===== src/rtl/dt_pkg.sv =====
`timescale 1ns/1ps
package dt_pkg;
  localparam int NUM_PASSES = 4;
  localparam int PASS_W     = 2;
  typedef logic [PASS_W-1:0] pass_t;
endpackage


===== src/rtl/dt_launch.sv =====
`timescale 1ns/1ps
// Frame sequencer: issues rows 0..ROWS-1 of each pass to column 0, back to back.
module dt_launch
  import dt_pkg::*;
#(
  parameter int ROWS = 8,
  parameter int RW   = 3
) (
  input  logic          clk,
  input  logic          rst_n,
  input  logic          go,
  output logic          run_vld,
  output pass_t         run_pass,
  output logic [RW-1:0] run_row
);
  localparam logic [RW-1:0] LAST_ROW  = RW'(ROWS - 1);
  localparam pass_t         LAST_PASS = PASS_W'(NUM_PASSES - 1);

  logic launch_ev, row_wrap_ev, frame_end_ev;

  assign launch_ev    = go && !run_vld;
  assign row_wrap_ev  = run_vld && (run_row == LAST_ROW);
  assign frame_end_ev = row_wrap_ev && (run_pass == LAST_PASS);

  always_ff @(posedge clk or negedge rst_n) begin
    if (!rst_n) begin
      run_vld  <= 1'b0;
      run_pass <= '0;
      run_row  <= '0;
    end else if (launch_ev) begin
      run_vld  <= 1'b1;
      run_pass <= '0;
      run_row  <= '0;
    end else if (run_vld) begin
      if (row_wrap_ev) begin
        run_row <= '0;
        if (frame_end_ev) run_vld  <= 1'b0;
        else              run_pass <= run_pass + pass_t'(1);
      end else begin
        run_row <= run_row + RW'(1);
      end
    end
  end

  AST_ROW_STEP: assert property (@(posedge clk) disable iff (!rst_n)
    (run_vld && $past(run_vld) && run_row != '0) |-> run_row == $past(run_row) + RW'(1));
  AST_NO_RESTART: assert property (@(posedge clk) disable iff (!rst_n)
    (run_vld && $past(run_vld)) |-> !(run_row == '0 && run_pass == '0));
endmodule


===== src/rtl/dt_pe.sv =====
`timescale 1ns/1ps
// One column: stage 1 folds in the diagonal neighbour, stage 2 the straight one.
module dt_pe
  import dt_pkg::*;
#(
  parameter int W        = 8,
  parameter int RW       = 3,
  parameter int DIAG_W   = 4,
  parameter int ORTH_W   = 3,
  parameter bit HAS_LEFT = 1'b1
) (
  input  logic          clk,
  input  logic          rst_n,
  input  logic          tag_vld,
  input  pass_t         tag_pass,
  input  logic [RW-1:0] tag_row,
  input  logic [W-1:0]  pix,
  input  logic          nb_vld,
  input  pass_t         nb_pass,
  input  logic [RW-1:0] nb_row,
  input  logic [W-1:0]  nb_val,
  output logic          out_vld,
  output pass_t         out_pass,
  output logic [RW-1:0] out_row,
  output logic [W-1:0]  out_val
);
  localparam logic [W-1:0] VMAX   = '1;
  localparam logic [W-1:0] DIAG_K = W'(DIAG_W);
  localparam logic [W-1:0] ORTH_K = W'(ORTH_W);
  localparam logic [RW:0]  ONE_R  = (RW+1)'(1);

  function automatic logic [W-1:0] sat_add(input logic [W-1:0] a, input logic [W-1:0] b);
    logic [W:0] s;
    s = {1'b0, a} + {1'b0, b};
    return s[W] ? VMAX : s[W-1:0];
  endfunction

  function automatic logic [W-1:0] min_of(input logic [W-1:0] a, input logic [W-1:0] b);
    return (a < b) ? a : b;
  endfunction

  logic          s1_vld;
  pass_t         s1_pass;
  logic [RW-1:0] s1_row;
  logic [W-1:0]  s1_val;

  logic         diag_hit, orth_hit;
  logic [W-1:0] diag_sum, orth_sum, stage1_val, stage2_val;

  always_comb begin
    diag_hit   = HAS_LEFT && nb_vld && (nb_pass == tag_pass) &&
                 (({1'b0, nb_row} + ONE_R) == {1'b0, tag_row});
    diag_sum   = diag_hit ? sat_add(nb_val, DIAG_K) : VMAX;
    stage1_val = min_of(pix, diag_sum);
    orth_hit   = HAS_LEFT && nb_vld && (nb_pass == s1_pass) && (nb_row == s1_row);
    orth_sum   = orth_hit ? sat_add(nb_val, ORTH_K) : VMAX;
    stage2_val = min_of(s1_val, orth_sum);
  end

  always_ff @(posedge clk or negedge rst_n) begin
    if (!rst_n) begin
      s1_vld   <= 1'b0;
      s1_pass  <= '0;
      s1_row   <= '0;
      s1_val   <= '0;
      out_vld  <= 1'b0;
      out_pass <= '0;
      out_row  <= '0;
      out_val  <= '0;
    end else begin
      s1_vld   <= tag_vld;
      s1_pass  <= tag_pass;
      s1_row   <= tag_row;
      s1_val   <= stage1_val;
      out_vld  <= s1_vld;
      out_pass <= s1_pass;
      out_row  <= s1_row;
      out_val  <= stage2_val;
    end
  end

  AST_OUT_TAG: assert property (@(posedge clk) disable iff (!rst_n)
    out_vld |-> ($past(tag_vld, 2) && out_row == $past(tag_row, 2) && out_pass == $past(tag_pass, 2)));
  AST_NOT_ABOVE_PIX: assert property (@(posedge clk) disable iff (!rst_n)
    out_vld |-> out_val <= $past(pix, 2));
  AST_NB_ALIGN: assert property (@(posedge clk) disable iff (!rst_n)
    (s1_vld && nb_vld && nb_pass == s1_pass) |-> nb_row == s1_row);

  if (!HAS_LEFT) begin : g_edge
    AST_EDGE_COL: assert property (@(posedge clk) disable iff (!rst_n)
      out_vld |-> out_val == $past(pix, 2));
  end
endmodule


===== src/rtl/dt_pass_array.sv =====
`timescale 1ns/1ps
module dt_pass_array
  import dt_pkg::*;
#(
  parameter int N      = 8,
  parameter int W      = 8,
  parameter int DIAG_W = 4,
  parameter int ORTH_W = 3
) (
  input  logic                      clk,
  input  logic                      rst_n,
  input  logic                      go,
  input  logic [N*W-1:0]            pix_in,
  output logic [N-1:0]              issue_vld,
  output logic [N*PASS_W-1:0]       issue_pass,
  output logic [N*$clog2(N)-1:0]    issue_row,
  output logic [N-1:0]              dist_vld,
  output logic [N*PASS_W-1:0]       dist_pass,
  output logic [N*$clog2(N)-1:0]    dist_row,
  output logic [N*W-1:0]            dist_val
);
  localparam int RW = $clog2(N);

  logic          l_vld;
  pass_t         l_pass;
  logic [RW-1:0] l_row;

  logic          tr_vld  [1:N-1];
  pass_t         tr_pass [1:N-1];
  logic [RW-1:0] tr_row  [1:N-1];

  logic          tg_vld  [N];
  pass_t         tg_pass [N];
  logic [RW-1:0] tg_row  [N];

  logic          o_vld  [N];
  pass_t         o_pass [N];
  logic [RW-1:0] o_row  [N];
  logic [W-1:0]  o_val  [N];

  dt_launch #(.ROWS(N), .RW(RW)) u_launch (
    .clk(clk), .rst_n(rst_n), .go(go),
    .run_vld(l_vld), .run_pass(l_pass), .run_row(l_row)
  );

  // Request tags ride one column further each clock.
  always_ff @(posedge clk or negedge rst_n) begin
    if (!rst_n) begin
      for (int x = 1; x < N; x++) begin
        tr_vld[x]  <= 1'b0;
        tr_pass[x] <= '0;
        tr_row[x]  <= '0;
      end
    end else begin
      for (int x = 1; x < N; x++) begin
        tr_vld[x]  <= tg_vld[x-1];
        tr_pass[x] <= tg_pass[x-1];
        tr_row[x]  <= tg_row[x-1];
      end
    end
  end

  always_comb begin
    tg_vld[0]  = l_vld;
    tg_pass[0] = l_pass;
    tg_row[0]  = l_row;
    for (int x = 1; x < N; x++) begin
      tg_vld[x]  = tr_vld[x];
      tg_pass[x] = tr_pass[x];
      tg_row[x]  = tr_row[x];
    end
  end

  for (genvar gx = 0; gx < N; gx++) begin : g_col
    if (gx == 0) begin : g_first
      dt_pe #(.W(W), .RW(RW), .DIAG_W(DIAG_W), .ORTH_W(ORTH_W), .HAS_LEFT(1'b0)) u_pe (
        .clk(clk), .rst_n(rst_n),
        .tag_vld(tg_vld[gx]), .tag_pass(tg_pass[gx]), .tag_row(tg_row[gx]),
        .pix(pix_in[gx*W +: W]),
        .nb_vld(1'b0), .nb_pass('0), .nb_row('0), .nb_val('0),
        .out_vld(o_vld[gx]), .out_pass(o_pass[gx]), .out_row(o_row[gx]), .out_val(o_val[gx])
      );
    end else begin : g_rest
      dt_pe #(.W(W), .RW(RW), .DIAG_W(DIAG_W), .ORTH_W(ORTH_W), .HAS_LEFT(1'b1)) u_pe (
        .clk(clk), .rst_n(rst_n),
        .tag_vld(tg_vld[gx]), .tag_pass(tg_pass[gx]), .tag_row(tg_row[gx]),
        .pix(pix_in[gx*W +: W]),
        .nb_vld(o_vld[gx-1]), .nb_pass(o_pass[gx-1]), .nb_row(o_row[gx-1]), .nb_val(o_val[gx-1]),
        .out_vld(o_vld[gx]), .out_pass(o_pass[gx]), .out_row(o_row[gx]), .out_val(o_val[gx])
      );
    end
    assign issue_vld[gx]                 = tg_vld[gx];
    assign issue_pass[gx*PASS_W +: PASS_W] = tg_pass[gx];
    assign issue_row[gx*RW +: RW]        = tg_row[gx];
    assign dist_vld[gx]                  = o_vld[gx];
    assign dist_pass[gx*PASS_W +: PASS_W] = o_pass[gx];
    assign dist_row[gx*RW +: RW]         = o_row[gx];
    assign dist_val[gx*W +: W]           = o_val[gx];
  end
endmodule


===== config.mk =====
export PLATFORM = sky130hd
export DESIGN_NAME = dt_pass_array
export DESIGN_NICKNAME = d
export VERILOG_FILES = /design/src/rtl/dt_pkg.sv /design/src/rtl/dt_launch.sv /design/src/rtl/dt_pe.sv /design/src/rtl/dt_pass_array.sv
export SDC_FILE = /design/constraint.sdc
export NUM_CORES = 1
export LEC_CHECK = 0
export BUFFER_PORTS_ARGS = -buffer_cell sky130_fd_sc_hd__clkbuf_2
export CORE_MARGIN = 10
export CORE_UTILIZATION = 57
export CTS_CLUSTER_DIAMETER = 40
export DETAILED_ROUTE_END_ITERATION = 10
export MAX_ROUTING_LAYER = met4
export PLACE_DENSITY_LB_ADDON = 0.2
export SLEW_MARGIN = 20
export SYNTH_ARGS = -nofsm -noshare
export SYNTH_HDL_FRONTEND = slang
export SYNTH_SLANG_ARGS = --single-unit

===== constraint.sdc =====
create_clock -name clk -period 7.3 [get_ports clk]
set_input_delay 0.365 -clock clk [delete_from_list [all_inputs] [get_ports clk]]
set_output_delay 0.365 -clock clk [all_outputs]
set_load 0.02 [all_outputs]

==> qor.txt <==
Switching fraction of total power - 47.9%
Synth Area in XOR/XNOR - 5.81%
CP Data Required Time - 7.65 ns
Buffers & Inverters on Critical Path - 0
Net count, final - 1,522
Gr usage total - 22.6%
IO buf count - 226
Clock tree root driver cell - clkbuf_16
CTS hold repair buffers - 0
Router iterations before antenna repair - 5
Worst-case vdd ir drop - 0.210 mV
Clk_skew - 0.0108 ns
Detail-routed net length per standard cell - 17.9 um
CP Launch Type - register
ANT cells - 0
Period minus WS final - 4.14 ns
# IOs - 227
Clk sink count - 188
Design area - 0.0131 mm2
RSZ-0062 raised after global routing - false
Initial antenna violation count - 0
Post-CTS Setup Inserts - 0
Worst r2r path cells - 13
Number of global-route vias before repair - 9,352
Endpoints failing setup - 0
Area grow syn2layout - 13.7%
CTS tree - done
Vias - 9,038
Routability Congestion - 0.926
Post-CTS sizing - 0
Prevailing post-synth register cell - dfrtp_1
Worst min path class - input pin to register
Hold Crit Endpoint - g_col[0].g_first.u_pe.s1_val[1]$_DFF_PN0_
Grt met3 use - 4.85%
Worst hold path depth - 1
Fmax - 0.242 GHz
Worst-path maximum fanout - 10
Crit path cell chain - ha_1 > xor2_1 > or4b_2 > nand3_1 > nand2_1 > nor3b_1 > ha_1 > a21oi_1 > o21ai_0 > or4_1 > a31o_2 > and2_1 > a21oi_1
Worst r2r dst - g_col[1].g_rest.u_pe.s1_val[5]$_DFF_PN0_
Synth Area in Compound Gates - 14.8%
Combinational group share of total power - 53.4%
MaxCap Viol Count - 0
Outcome - complete, no violations
Placed cell areas - 0.0126 mm2
First-pass GRT wire length - 47,400 um
Worst setup EP type - register
Hpwl dp - 22,500 um
Crit-path max cell delay - 0.63 ns
Syn Nets - 1,355
Largest family of logic cells by synthesized area - simple AND/OR/NAND/NOR gates
Worst path slowest cell - or4b_2
Worst Path Class, Setup - register to register
# rows - 52
Antenna-violating nets left - 0
Die height - 162 um
Full die area - 0.0264 mm2
Routed Wire Length - 28,900 um
Mux cell area share after synthesis - 3.69%
R2r setup slk - 3.16 ns
Drc violations - 0
Clock Power Share - 14.8%
Mapped Avg Cell Area - 9.90 um2
Share of layout cells above drive strength 1 - 21.5%
Synth cell types - 72
Mapped Cells - 1,166
Critical path arrival - 4.48 ns
Setup_tns - 0 ns
Initial core utilization - 57.4%
Worst-path clk slew - 0.07 ns
Internal power - 3.20 mW
Sequential-to-total area share from yosys stat - 40.7%
Simple-gate share of the synthesized area - 15.5%
Met1 Use GR - 27.4%
Number of synthesized flops with an enable pin - 0
Slew Viols, Final - 0
Global Route met2 Usage - 37.3%
CTS Buf Count - 17
Cell area power density - 468 mW/mm2
Final hold viol count - 0
CTS Buffer Depth - 2
Worst path depth - 13
Sequential cell fraction of total power - 31.8%
Reg2reg start - g_col[1].g_rest.u_pe.s1_row[0]$_DFF_PN0_
Largest net degree at the start of global routing - 113
Global route total overflow - 0
Delay-heaviest family, CP - simple AND/OR/NAND/NOR gates
Final hold slack - 0.0368 ns
Iter 0 DRT Violations - 589
Headroom to the max-slew limit - 34.2%
Die width - 162 um
Tcrit/Tclk final - 56.7%
Asr flop ratio synth - 100%
Switching power - 2.94 mW
Worst-Margin Slew - 0.980 ns
H-tree levels - 4
Synthesis Warnings - 0
P_leak - 6.43 nW
Synth Cell Area - 0.0115 mm2
Beginning of the worst hold path - pix_in[1]
Synth Area in Adders - 13.2%
Via density - 5.59
Flop and latch count out of synthesis - 188
Most Used Layer, Global Route - met2
Worst-Skew Late Latency - 0.43 ns
Core ar. - 0.0201 mm2
stage by stage:
step	cells	util, %	setup slack (ns)	power, mW
after floorplan	1166	-	3.49	4.29
after global placement	1584	62.4	3.37	5.16
after detailed placement	1584	62.4	3.24	5.25
after CTS	1616	65.3	3.24	6.19
after global routing	1616	65.3	2.97	6.65
final	1616	65.3	3.16	6.15
layer usage:
| layer | up-vias | wire (um) |
|---|---|---|
| li1 | 4426 | - |
| met1 | 4344 | 12600 |
| met2 | 240 | 14100 |
| met3 | 28 | 1580 |
| met4 | 0 | 544 |
| met5 | - | 0 |
cell usage in the layout, fill, tap and decap left out, drive strengths merged, types with 4 or more instances in the layout:
cell type,n
a31oi,9
clkbuf,244
and3,25
a2111oi,7
and2b,5
nor4b,4
o21bai,4
mux2i,37
or4b,4
a2bb2oi,14
dfrtp,188
a21oi,101
nor3,9
a21o,5
nor2b,16
inv,71
nand2b,10
o21a,23
and2,31
nand4,16
xnor2,36
nand2,32
nand3,30
mux2,5
nor2,121
o21ai,52
a211oi,6
nor3b,11
ha,122
o2111ai,7
a221o,5
or3,11
xor2,38
registers in the layout, summed over array words and instances (netlist names):
signal,cells
g_col.g_rest.u_pe.s1_row,15
g_col.g_rest.u_pe.s1_val,56
g_col.g_first.u_pe.out_val,8
u_launch.run_pass,2
u_launch.run_vld,1
g_col.g_rest.u_pe.s1_vld,6
g_col.g_rest.u_pe.out_val,56
g_col.g_first.u_pe.s1_row,3
g_col.g_rest.u_pe.out_vld,2
u_launch.run_row,3
g_col.g_rest.u_pe.s1_pass,12
g_col.g_first.u_pe.s1_pass,2
g_col.g_rest.u_pe.out_pass,4
g_col.g_first.u_pe.s1_vld,1
g_col.g_first.u_pe.s1_val,8
g_col.g_rest.u_pe.out_row,9
worst register-to-register path: stages, from the launching register on:
cell and delay, ns:
dfrtp_1 0.46, ha_1 0.25, xor2_1 0.18, or4b_2 0.63, nand3_1 0.15, nand2_1 0.19
nor3b_1 0.38, ha_1 0.33, a21oi_1 0.14, o21ai_0 0.11, or4_1 0.52, a31o_2 0.30
and2_1 0.24, a21oi_1 0.19
cell families after synthesis:
kind of cell / after synthesis
flip-flops: 188
adder cells (fa/ha/maj): 122
AND/OR/NAND/NOR: 342
XOR/XNOR: 75
AO/OA/AOI/OAI: 256
buffers and inverters: 141
multiplexers: 42
Yosys cell counts (all sizes together), types with 10 or more instances:
library cell / count / area (um2)
and3: 25 / 156
nand2: 32 / 120
nor3b: 11 / 82.6
ha: 122 / 1530
mux2i: 37 / 370
o21ai: 52 / 272
and2: 31 / 196
o21a: 23 / 173
nand2b: 10 / 62.6
or3: 11 / 68.8
clkbuf: 21 / 81.3
buf: 58 / 408
nand3: 30 / 150
a2bb2oi: 14 / 123
nand4: 16 / 100
xor2: 38 / 333
nor2b: 16 / 100
nor2: 121 / 457
xnor2: 36 / 315
a21oi: 101 / 513
dfrtp: 188 / 4700
inv: 62 / 233
power groups by stage:
stage	clock network (mW)	logic (mW)	registers [mW]
after CTS	0.936	3.31	1.95
after floorplan	0	2.18	2.11
after detailed placement	0	3.28	1.97
after global placement	0	3.21	1.95
final	0.912	3.28	1.96
after global routing	0.981	3.65	2.02
worst max path at each step:
stage	start	endpoint	slack [ns]
finish	g_col[1].g_rest.u_pe.s1_row[0]$_DFF_PN0_	g_col[1].g_rest.u_pe.s1_val[5]$_DFF_PN0_	3.16
global route	g_col[1].g_rest.u_pe.s1_row[0]$_DFF_PN0_	g_col[1].g_rest.u_pe.s1_val[6]$_DFF_PN0_	2.97
CTS	g_col[1].g_rest.u_pe.s1_row[0]$_DFF_PN0_	g_col[1].g_rest.u_pe.s1_val[5]$_DFF_PN0_	3.24
detailed placement	g_col[1].g_rest.u_pe.s1_row[0]$_DFF_PN0_	g_col[1].g_rest.u_pe.s1_val[5]$_DFF_PN0_	3.24
global placement	g_col[1].g_rest.u_pe.s1_row[0]$_DFF_PN0_	g_col[1].g_rest.u_pe.s1_val[5]$_DFF_PN0_	3.37
floorplan	g_col[1].g_rest.u_pe.s1_row[0]$_DFF_PN0_	g_col[1].g_rest.u_pe.s1_val[1]$_DFF_PN0_	3.49
cell type report:
type                    instances  area, um2
inverters                      62        233
well taps                     270        338
clock inverters                14        148
fillers                      1644       6970
repair buffers                227       1150
multi-input cells             837       6130
clock buffers                  18        429
flip-flops and latches        188       4700
(Power assumes the default switching activity.)
